**config.mk**
```make
export PLATFORM = sky130hd
export DESIGN_NAME = nmi_supervisor
export DESIGN_NICKNAME = d
export VERILOG_FILES = /design/src/rtl/nmi_pkg.sv /design/src/rtl/nmi_flag_bank.sv /design/src/rtl/nmi_wdog.sv /design/src/rtl/nmi_regfile.sv /design/src/rtl/nmi_supervisor.sv
export SDC_FILE = /design/constraint.sdc
export NUM_CORES = 1
export LEC_CHECK = 0
export BUFFER_PORTS_ARGS = -buffer_cell sky130_fd_sc_hd__clkbuf_2
export CORE_MARGIN = 2
export CORE_UTILIZATION = 50
export DETAILED_ROUTE_END_ITERATION = 16
export PLACE_DENSITY = 0.72
export SKIP_CTS_REPAIR_TIMING = 1
export SYNTH_ARGS = -nofsm -noshare
export SYNTH_HDL_FRONTEND = slang
export SYNTH_SLANG_ARGS = --single-unit
```
**constraint.sdc**
```tcl
create_clock -name clk -period 4.35 [get_ports clk]
set_clock_uncertainty 0.05 [all_clocks]
set_input_delay 0.6525 -clock clk [delete_from_list [all_inputs] [get_ports clk]]
set_output_delay 0.6525 -clock clk [all_outputs]
set_load 0.1 [all_outputs]
```
**src/rtl/nmi_pkg.sv**
```systemverilog
package nmi_pkg;
   localparam int unsigned NMI_SRC_CNT = 6;
   localparam int unsigned NMI_ADDR_W  = 3;

   typedef enum logic [NMI_ADDR_W-1:0] {
      REG_FLAGS  = 3'd0,
      REG_CLEAR  = 3'd1,
      REG_FORCE  = 3'd2,
      REG_CONFIG = 3'd3,
      REG_PERIOD = 3'd4,
      REG_COUNT  = 3'd5
   } nmi_reg_e;
endpackage

```
**src/rtl/nmi_flag_bank.sv**
```systemverilog
module nmi_flag_bank #(
   parameter int unsigned NUM_SRC   = 6,
   parameter int unsigned GATED_IDX = 4
) (
   input  logic               clk,
   input  logic               rst_n,
   input  logic [NUM_SRC-1:0] evt,
   input  logic [NUM_SRC-1:0] frc,
   input  logic [NUM_SRC-1:0] clr_src,
   input  logic               clr_sum,
   input  logic               gate_en,
   output logic [NUM_SRC-1:0] src_flags,
   output logic               sum_flag,
   output logic               nmi_pulse
);
   logic [NUM_SRC-1:0] src_en;
   logic [NUM_SRC-1:0] set_v;
   logic               sum_d;

   if (GATED_IDX >= NUM_SRC) begin : g_bad_gate
      $error("GATED_IDX must index an existing source");
   end

   for (genvar i = 0; i < NUM_SRC; i++) begin : g_src
      if (i == GATED_IDX) begin : g_gated
         assign src_en[i] = gate_en;
      end else begin : g_open
         assign src_en[i] = 1'b1;
      end

      assign set_v[i] = (evt[i] & src_en[i]) | frc[i];

      always_ff @(posedge clk or negedge rst_n) begin
         if (!rst_n) src_flags[i] <= 1'b0;
         else        src_flags[i] <= set_v[i] | (src_flags[i] & ~clr_src[i]);
      end

      AST_SET_WINS: assert property (@(posedge clk) disable iff (!rst_n)
         set_v[i] |=> src_flags[i]);
   end

   assign sum_d = (|set_v) | (sum_flag & ~clr_sum);

   always_ff @(posedge clk or negedge rst_n) begin
      if (!rst_n) begin
         sum_flag  <= 1'b0;
         nmi_pulse <= 1'b0;
      end else begin
         sum_flag  <= sum_d;
         nmi_pulse <= sum_d & ~sum_flag;
      end
   end

   AST_PULSE_SINGLE: assert property (@(posedge clk) disable iff (!rst_n)
      nmi_pulse |=> !nmi_pulse);
   AST_PULSE_ON_RISE: assert property (@(posedge clk) disable iff (!rst_n)
      nmi_pulse |-> (sum_flag && !$past(sum_flag)));
   AST_GATED_QUIET: assert property (@(posedge clk) disable iff (!rst_n)
      (!gate_en && !frc[GATED_IDX] && !src_flags[GATED_IDX]) |=> !src_flags[GATED_IDX]);
endmodule

```
**src/rtl/nmi_wdog.sv**
```systemverilog
module nmi_wdog #(
   parameter int unsigned CNT_W = 16
) (
   input  logic             clk,
   input  logic             rst_n,
   input  logic             active,
   input  logic [CNT_W-1:0] period,
   output logic [CNT_W-1:0] cnt,
   output logic             rst_req
);
   logic hit;
   logic fired;

   if (CNT_W < 2) begin : g_bad_width
      $error("CNT_W must be at least 2");
   end

   assign hit = (cnt >= period);

   always_ff @(posedge clk or negedge rst_n) begin
      if (!rst_n) begin
         cnt     <= '0;
         fired   <= 1'b0;
         rst_req <= 1'b0;
      end else if (!active) begin
         cnt     <= '0;
         fired   <= 1'b0;
         rst_req <= 1'b0;
      end else begin
         if (!hit) cnt <= cnt + 1'b1;
         rst_req <= hit & ~fired;
         if (hit) fired <= 1'b1;
      end
   end

   AST_IDLE_ZERO: assert property (@(posedge clk) disable iff (!rst_n)
      !active |=> (cnt == '0));
   AST_NO_OVERFLOW: assert property (@(posedge clk) disable iff (!rst_n)
      (active && cnt != '0) |=> (cnt != '0));
   AST_RST_ONE_CYCLE: assert property (@(posedge clk) disable iff (!rst_n)
      rst_req |=> !rst_req);
   AST_RST_AT_PERIOD: assert property (@(posedge clk) disable iff (!rst_n)
      rst_req |-> (cnt >= period));
endmodule

```
**src/rtl/nmi_regfile.sv**
```systemverilog
module nmi_regfile
   import nmi_pkg::*;
#(
   parameter int unsigned NUM_SRC    = 6,
   parameter int unsigned DATA_W     = 16,
   parameter int unsigned CNT_W      = 16,
   parameter int unsigned CFG_EN_BIT = 9
) (
   input  logic                  clk,
   input  logic                  rst_n,
   input  logic                  wr_en,
   input  logic [NMI_ADDR_W-1:0] addr,
   input  logic [DATA_W-1:0]     wdata,
   input  logic [NUM_SRC-1:0]    src_flags,
   input  logic                  sum_flag,
   input  logic [CNT_W-1:0]      cnt,
   output logic [NUM_SRC-1:0]    clr_src,
   output logic                  clr_sum,
   output logic [NUM_SRC-1:0]    frc,
   output logic                  gate_en,
   output logic [CNT_W-1:0]      period,
   output logic [DATA_W-1:0]     rdata
);
   localparam int unsigned FLAG_W = NUM_SRC + 1;

   logic wr_clear, wr_force, wr_cfg, wr_period;

   if (DATA_W < FLAG_W || DATA_W <= CFG_EN_BIT || CNT_W > DATA_W) begin : g_bad_map
      $error("register fields do not fit in DATA_W");
   end

   assign wr_clear  = wr_en && (addr == REG_CLEAR);
   assign wr_force  = wr_en && (addr == REG_FORCE);
   assign wr_cfg    = wr_en && (addr == REG_CONFIG);
   assign wr_period = wr_en && (addr == REG_PERIOD);

   assign clr_sum = wr_clear & wdata[0];
   assign clr_src = wr_clear ? wdata[NUM_SRC:1] : '0;
   assign frc     = wr_force ? wdata[NUM_SRC:1] : '0;

   always_ff @(posedge clk or negedge rst_n) begin
      if (!rst_n) begin
         gate_en <= 1'b0;
         period  <= '1;
      end else begin
         if (wr_cfg)    gate_en <= gate_en | wdata[CFG_EN_BIT];
         if (wr_period) period  <= wdata[CNT_W-1:0];
      end
   end

   always_comb begin
      rdata = '0;
      unique case (addr)
         REG_FLAGS:  rdata[FLAG_W-1:0] = {src_flags, sum_flag};
         REG_CONFIG: rdata[CFG_EN_BIT] = gate_en;
         REG_PERIOD: rdata[CNT_W-1:0]  = period;
         REG_COUNT:  rdata[CNT_W-1:0]  = cnt;
         default:    rdata = '0;
      endcase
   end

   AST_CFG_STICKY: assert property (@(posedge clk) disable iff (!rst_n)
      gate_en |=> gate_en);
endmodule

```
**src/rtl/nmi_supervisor.sv**
```systemverilog
module nmi_supervisor
   import nmi_pkg::*;
#(
   parameter int unsigned DATA_W     = 16,
   parameter int unsigned CNT_W      = 16,
   parameter int unsigned CFG_EN_BIT = 9,
   parameter int unsigned GATED_IDX  = 4
) (
   input  logic                   clk,
   input  logic                   rst_n,
   input  logic [NMI_SRC_CNT-1:0] src_evt,
   input  logic                   wr_en,
   input  logic [NMI_ADDR_W-1:0]  addr,
   input  logic [DATA_W-1:0]      wdata,
   output logic [DATA_W-1:0]      rdata,
   output logic                   nmi_pulse,
   output logic                   rst_req
);
   localparam int unsigned NSRC = NMI_SRC_CNT;

   logic [NSRC-1:0]  src_flags, clr_src, frc;
   logic             sum_flag, clr_sum, gate_en, active;
   logic [CNT_W-1:0] period, cnt;

   nmi_regfile #(
      .NUM_SRC(NSRC), .DATA_W(DATA_W), .CNT_W(CNT_W), .CFG_EN_BIT(CFG_EN_BIT)
   ) u_regs (
      .clk(clk), .rst_n(rst_n), .wr_en(wr_en), .addr(addr), .wdata(wdata),
      .src_flags(src_flags), .sum_flag(sum_flag), .cnt(cnt),
      .clr_src(clr_src), .clr_sum(clr_sum), .frc(frc), .gate_en(gate_en),
      .period(period), .rdata(rdata)
   );

   nmi_flag_bank #(.NUM_SRC(NSRC), .GATED_IDX(GATED_IDX)) u_flags (
      .clk(clk), .rst_n(rst_n), .evt(src_evt), .frc(frc), .clr_src(clr_src),
      .clr_sum(clr_sum), .gate_en(gate_en), .src_flags(src_flags),
      .sum_flag(sum_flag), .nmi_pulse(nmi_pulse)
   );

   assign active = sum_flag | (|src_flags);

   nmi_wdog #(.CNT_W(CNT_W)) u_wdog (
      .clk(clk), .rst_n(rst_n), .active(active), .period(period),
      .cnt(cnt), .rst_req(rst_req)
   );

   AST_SUM_FOLLOWS_SRC: assert property (@(posedge clk) disable iff (!rst_n)
      ($past(src_flags) == '0 && src_flags != '0) |-> sum_flag);
endmodule

```
Word-level counts from Yosys, hierarchy flattened --
Cells that the tools add are included.
Storage, ports and cells: bits of input ports 28, logic and storage cells 75, output and inout port bits 18, register bits after elaboration 43
Cells by class: add/sub/neg operators 1, magnitude comparators 1, multiplexer cells 11, bitwise gates (word level) 35, reductions and logical operators 7, equal/unequal tests 7
Operators by type and width (count):
- 2-to-1 mux 16 bit | 2
- one-hot mux 7 bit (3 select lines) | 1
- adder 16 x 1 -> 16 bit, second input constant | 1
- greater-or-equal comparator 16 bit | 1
- bitwise OR 1 bit | 15
- 2-to-1 mux 6 bit | 2
- one-hot mux 6 bit (2 select lines) | 1
- OR reduction 6 bit | 2
- AND 1 bit | 11
- NOT 1 bit | 9
- == test 3 x 2 -> 1 bit, second input constant | 2
- == test 3 bit, second input constant | 2
- logical AND 1 bit | 4
- inequality test 2 bit, second input constant | 2
- one-hot mux 2 bit (2 select lines) | 1
- == test 3 x 1 -> 1 bit, second input constant | 1
- zero test 3 bit | 1
- 2-to-1 mux 1 bit | 3
- one-hot mux 1 bit (3 select lines) | 1

Depth between registers and ports, before layout --
Gate-level depths: netlist of run 1.
word-level depth 7, depth in mapped cells 10

Hierarchy --
Synthesis of run 1 repeated with hierarchy kept, for this count alone.
Unflattened totals: cell total of the unflattened synthesis 293, area, all modules 2862.7 um^2
By module, submodules not included:
- nmi_wdog | instances 1, area each 1366.3 um^2, cells each 155, seq. area each 450.4 um^2
- nmi_regfile | instances 1, area each 1171.1 um^2, cells each 103, seq. area each 445.4 um^2
- nmi_flag_bank | instances 1, area each 310.3 um^2, cells each 32, seq. area each 200.2 um^2
- nmi_supervisor | instances 1, area each 15.0 um^2, cells each 3, seq. area each 0.0 um^2

Least setup slack after synthesis of run 1 --
OpenSTA, ideal clock, no wires.
path type in2out, start point input addr[0], end point output rdata[9], path buffers 2, arrival time 3442 ps, path slack 206 ps, required time 3648 ps, stages 3, path through buf_1 > buf_1 > o31ai_1
On the way: word-level cells in the longest chain between the ends 2, elaborated cells on any way between the ends 4
RTL lines:
- from (decl) | line nmi_supervisor.sv:13 | input logic [NMI_ADDR_W-1:0] addr,
- == test 3 bit or == test 3 x 2 -> 1 bit (tied branches) | line nmi_regfile.sv:53 | unique case (addr)
- one-hot mux 1 bit (3 select lines) (*) | line nmi_regfile.sv:53
- to (decl) | line nmi_supervisor.sv:15 | output logic [DATA_W-1:0] rdata,
Every way passes the cells marked *; elsewhere a longest branch is shown, timed or not.

Worst setup path after layout of run 1 --
start point input addr[2], end point output rdata[9]
The elaborated chain is that of the path after synthesis.

==> results of run 1 <==
-- final cells by class --
cell class              count  area, um2
repair buffers             47        240
multi-input cells         220       1470
fillers                   491       2080
clock buffers               8        100
well taps                  70       87.6
flip-flops and latches     43       1100
inverters                  19       71.3
-- worst register-to-register path: cells and delay by family, from the launching register on --
| family | cells | cell delay (ns) |
|---|---|---|
| AO/OA/AOI/OAI | 3 | 0.72 |
| flip-flops | 1 | 0.53 |
| buffers and inverters | 1 | 0.05 |
| AND/OR/NAND/NOR | 3 | 1.02 |
| adder cells (fa/ha/maj) | 1 | 0.32 |
-- worst min path at each step --
stage | slack [ns] | cells past startpoint | endpoint
6_report | 0.27 | 1 | u_flags.src_flags[1]$_DFF_PN0_
5_1_grt | 0.30 | 1 | u_flags.src_flags[1]$_DFF_PN0_
4_1_cts | 0.29 | 1 | u_flags.src_flags[1]$_DFF_PN0_
3_5_place_dp | 0.38 | 1 | u_wdog.rst_req$_DFF_PN0_
3_3_place_gp | 0.37 | 1 | u_wdog.rst_req$_DFF_PN0_
2_1_floorplan | 0.31 | 0 | u_flags.nmi_pulse$_DFF_PN0_
-- through the flow --
| step | setup slack (ns) | utilization [%] | hold slack [ns] | cell area, um2 | cells |
|---|---|---|---|---|---|
| 5_1_grt | 1.27 | 59.6 | 0.304 | 3060 | 407 |
| 4_1_cts | 1.49 | 59.6 | 0.289 | 3060 | 407 |
| 3_5_place_dp | 1.50 | 57.6 | 0.378 | 2960 | 399 |
| 2_1_floorplan | 0.206 | - | 0.307 | 2700 | 297 |
| 6_report | 1.50 | 59.6 | 0.275 | 3060 | 407 |
| 3_3_place_gp | 1.53 | 57.6 | 0.371 | 2960 | 399 |
-- registers in the layout (all words and copies together), names as in the netlist --
register / count
u_regs.period: 16
u_wdog.cnt: 16
u_flags.src_flags: 6
u_flags.nmi_pulse: 1
u_flags.sum_flag: 1
u_regs.gate_en: 1
u_wdog.fired: 1
u_wdog.rst_req: 1
-- cells by family (layout without fill, tap and decap cells) --
kind of cell    after synthesis  in the layout
xor+xnor                      2              2
simple gates                110            110
mux                          16             16
flops                        43             43
buf+inv                      34             74
fa+ha+maj                    17             17
compound gates               75             75
-- routing by layer --
metal | vias up | wire [um]
met5 | - | 0
met4 | 0 | 79
met3 | 8 | 210
met2 | 54 | 2840
met1 | 1053 | 2940
li1 | 1143 | -
-- cell usage in the layout (no fill, tap or decap), types with 2 or more instances in the layout --
cell      count
clkbuf_2     45
nor2_1       33
nand2_1      32
dfrtp_1      27
o21ai_0      26
inv_1        19
a21oi_1      18
ha_1         17
dfstp_2      16
mux2i_1      15
o31ai_1       8
nand3_1       8
clkbuf_8      7
a221o_1       6
or3_1         6
nor3_1        4
or4_4         4
a21oi_2       4
nor4_1        3
or4_1         3
and3_1        3
nand4_1       3
and2_1        2
nand3b_1      2
o21a_1        2
buf_4         2
-- power by group --
part           leakage [nW]  internal (mW)  switching (mW)
registers             0.491          0.493          0.0806
clock network        0.0515          0.145           0.133
logic                 0.810          0.170           0.284
==> flow_metrics.tcl, run 1 <==
set metrics [dict create \
    top_usage_layer "met2" \
    clk_pin_slew_ns 0.08 \
    n_antenna_cell 0 \
    worst_path_largest_cell_delay_ns 0.49 \
    clock_latency_ns 0.30 \
    grt_usage_pct 21.7 \
    cts_buffers 5 \
    viasPerCell 5.55 \
    critical_path_required_ns 3.65 \
    fmax_ghz 0.351 \
    muxShareOfSynthArea_pct 5.99 \
    layout.nets 381 \
    syn_to_final_growth_pct 13.6 \
    end_kind "output pin" \
    worstMarginPinSlew_ns 1.07 \
    total_power_mw 1.31 \
    grt_pass1_wl_um 10300 \
    synth-adder-area-share_pct 7.89 \
    syn_inst 297 \
    finalSetupViolCount 0 \
    slew_viol_final 0 \
    drt-total-wl_um 6070 \
    post-route-min-period_ns 2.85 \
    cap_viol_max_count 0 \
    grt_use_met2_pct 35.8 \
    antenna_found_initial 0 \
    grt_max_degree 32 \
    r2r_end "u_wdog.cnt[7]$_DFFE_PN0P_" \
    floorplan.initialDensity_pct 52.4 \
    std_cell_rows 26 \
    cts.path.max_buffers 2 \
    crit_arrival_ns 2.15 \
    port_buffers 45 \
    yosysWarnings 0 \
    syn_area_um2 2700 \
    startpoint "addr[2]" \
    gp_congestion 0.829 \
    crit_family "buffers and inverters" \
    yosys.area_share.simple_pct 21.0 \
    yosysSeqAreaShare_pct 40.7 \
    synth_top_family_by_area "simple AND/OR/NAND/NOR gates" \
    hold_path_class "in -> async" \
    wire_per_inst_um 14.9 \
    cp_slowest_cell "clkbuf_2" \
    hold_viol_final 0 \
    die_x_um 77.4 \
    overflow 0 \
    reg2reg_from "u_regs.period[13]$_DFFE_PN1P_" \
    r2r_slack_ns 1.58 \
    cts-root-buf "clkbuf_8" \
    async_reset_ff_share_pct 100 \
    cp_max_fo 12 \
    status "complete, no violations" \
    synth-xor-area-share_pct 0.650 \
    netlist_top_cells_area "dfrtp_1, dfstp_2, ha_1" \
    first_pass_iters 4 \
    use_met1_pct 29.7 \
    synth_seq_cells 43 \
    crit_top_cell "clkbuf_2" \
    slew_headroom_pct 28.8 \
    leakage_nw 1.35 \
    power-per-cell-area_nw_per_um2 426 \
    fin_setup_tns_ns 0 \
    syn-num-nets 342 \
    ir_drop_mv 0.203 \
    synth_edf_count 0 \
    drive_gt1_share_pct 25.8 \
    synth.most_common_cell "nor2_1" \
    ios 46 \
    dp_hpwl_um 4500 \
    cp_num_buf_inv 2 \
    synth_compound_area_share_pct 18.7 \
    criticalPathCategory "in -> out" \
    die_h_um 77.4 \
    drt-initial-drc-count 117 \
    ant_nets 0 \
    ys.flop_type "dfrtp_1" \
    synth_top_area_share_pct 25.1 \
    rsz0062_at_grt "no" \
    path_depth 6 \
    die-area_um2 5990 \
    startpoint_type "input pin" \
    coreArea_um2 5140 \
    finalCritPeriodShare_pct 65.5 \
    synth_area_per_cell_um2 9.07 \
    gr-usage-met3_pct 3.60 \
    synthTopCellsByCount "nor2_1, nand2_1, dfrtp_1" \
    drcViolationCount 0 \
    cts.sinks 43 \
    r2r_cells 8 \
    num_vias 2258 \
    path_cells "clkbuf_2 > nand2b_1 > o21ai_0 > nand2_1 > o31ai_1 > clkbuf_2" \
    htree_levels 2 \
    grt_pass1_vias 2101 \
    synth_cell_types 48 \
    crit_end "rdata[9]" \
    cts_tree "done" \
    yosysTopAreaCell "dfrtp_1" \
]
Note: power is estimated with default switching activity, not from simulation.
==> inputs of run 2 (changes only) <==
Clock period 4.35 ns to 2.8 ns, I/O delays scaled along.
==> run 2 against run 1 <==
Against the previous run:
- the flow now finishes with violations (negative hold slack)
- worst hold slack lost 0.29 ns
- non-clock buffer count increased by 15
- critical path depth increased by 3
- total power is 68% higher
- cell area rose by 6.3%
- flip-flop and latch count unchanged
- global-route usage is 2.0 points higher
- die area did not move
- first-iteration DRC count is 0.85% higher
- worst setup slack worse by 1.3 ns
- critical path type is now reg -> reg
==> flow_metrics.tcl, run 2 (synthesized netlist as in run 1, its figures left out) <==
set metrics [dict create \
    worstMarginPinSlew_ns 0.701 \
    wire_per_inst_um 16.1 \
    overflow 0 \
    fin_setup_tns_ns 0 \
    clk_pin_slew_ns 0.08 \
    post-route-min-period_ns 2.64 \
    end_kind "register" \
    cp_slowest_cell "dfstp_2" \
    cts.path.max_buffers 2 \
    drcViolationCount 0 \
    ir_drop_mv 0.353 \
    drt-total-wl_um 6780 \
    fill_cells 464 \
    clkPwrFrac_pct 23.3 \
    internal-power_mw 1.36 \
    cts_tree "done" \
    rsz0062_at_grt "no" \
    ant_nets 0 \
    cts.sinks 43 \
    coreArea_um2 5140 \
    power-per-cell-area_nw_per_um2 672 \
    critical_path_required_ns 2.97 \
    violations "negative hold slack" \
    grt_usage_pct 23.7 \
    dp_cells 414 \
    switching_power_mw 0.830 \
    worst_path_largest_cell_delay_ns 0.53 \
    slew_headroom_pct 53.3 \
    clock_latency_ns 0.30 \
    grt_max_degree 23 \
    finalCritPeriodShare_pct 94.2 \
    hold_viol_final 6 \
    swShare_pct 37.9 \
    total_power_mw 2.19 \
    cts_buffers 5 \
    grt_pass1_wl_um 11200 \
    finalSetupViolCount 0 \
    num_vias 2420 \
    htree_levels 2 \
    grt_pass1_vias 2425 \
    dp_hpwl_um 5180 \
    path_cells "inv_1 > ha_1 > a211oi_2 > nor2_1 > nor4_4 > o21ai_4 > buf_4 > or3_1 > a21oi_1" \
    port_buffers 45 \
    cap_viol_max_count 0 \
    antenna_found_initial 0 \
    final_common_cell "clkbuf_2" \
    startpoint_type "register" \
    final_cell_mix "clkbuf_2, nand2_1, dfrtp_1" \
    drt-initial-drc-count 118 \
    cts-root-buf "clkbuf_8" \
    cp_max_fo 22 \
    hold_path_class "in -> async" \
    p_comb_share_pct 37.4 \
    leakage_nw 1.45 \
    die_x_um 77.4 \
    criticalPathCategory "reg -> reg" \
    viasPerCell 5.73 \
    slew_viol_final 0 \
    floorplan.initialDensity_pct 52.4 \
    status "finished with violations" \
    layout.nets 396 \
    die-area_um2 5990 \
    top_regs "u_regs.period (16), u_wdog.cnt (16), u_flags.src_flags (6)" \
    holdWs_ns -0.0147 \
    first_pass_iters 4 \
    std_cell_rows 26 \
    syn_to_final_growth_pct 20.8 \
    regArea_um2 1100 \
    die_h_um 77.4 \
    n_antenna_cell 0 \
    gp_congestion 0.832 \
    fmax_ghz 0.379 \
    final_cells 422 \
    ios 46 \
    crit_arrival_ns 2.81 \
    multi_input_area_um2 1510 \
    r2r_cells 9 \
    drive_gt1_share_pct 33.5 \
    p_seq_share_pct 39.3 \
]
[run 2: cell type report]
cell class	instances	area share, %
Clock buffer	6	2.54
Clock inverter	2	1.08
Inverter	19	2.19
Multi-Input combinational cell	220	46.5
Sequential cell	43	33.7
Tap cell	70	2.69
Timing Repair Buffer	62	11.3
[run 2: power by group through the flow]
stage | sequential [mW] | clock [mW] | combinational (mW)
final | 0.860 | 0.510 | 0.817
after global routing | 0.872 | 0.542 | 0.900
after CTS | 0.859 | 0.515 | 0.813
after detailed placement | 0.870 | 0 | 0.806
after global placement | 0.864 | 0 | 0.787
after floorplan | 0.855 | 0 | 0.585
[run 2: final timing paths]
| path | endpoint | slack (ns) | startpoint |
|---|---|---|---|
| max | u_wdog.cnt[3]$_DFFE_PN0P_ | 0.16 | u_regs.period[13]$_DFFE_PN1P_ |
| min | u_flags.nmi_pulse$_DFF_PN0_ | -0.01 | rst_n |
| max reg2reg | u_wdog.cnt[3]$_DFFE_PN0P_ | 0.16 | u_regs.period[13]$_DFFE_PN1P_ |
| min reg2reg | u_wdog.rst_req$_DFF_PN0_ | 0.39 | u_wdog.fired$_DFFE_PN0P_ |
| max in group asynchronous | u_regs.period[12]$_DFFE_PN1P_ | 2.06 | rst_n |
| min in group clk | u_regs.period[15]$_DFFE_PN1P_ | 0.25 | wdata[15] |
[run 2: critical path, delay by kind of cell (launching register included)]
kind            cells  cell delay (ns)
flops               1             0.53
buf+inv             2             0.27
compound gates      3             0.59
simple gates        3             0.78
fa+ha+maj           1             0.33
[run 2: per-stage QoR]
stage                     util [%]  setup slack (ns)  cell area, um2
after floorplan                  -           -0.0280            2740
after global placement        60.9             0.216            3130
after detailed placement      60.9             0.108            3130
after CTS                     63.2            0.0881            3250
after global routing          63.3            0.0338            3250
final                         63.3             0.163            3250
[run 2: routing by layer]
layer	vias to the layer above	share of wire, %	GRT usage (%)
li1	1171	-	-
met2	65	50	39.9
met5	-	0	0
met3	11	4.7	4.30
met1	1173	44	31.0
met4	0	1.6	7.86
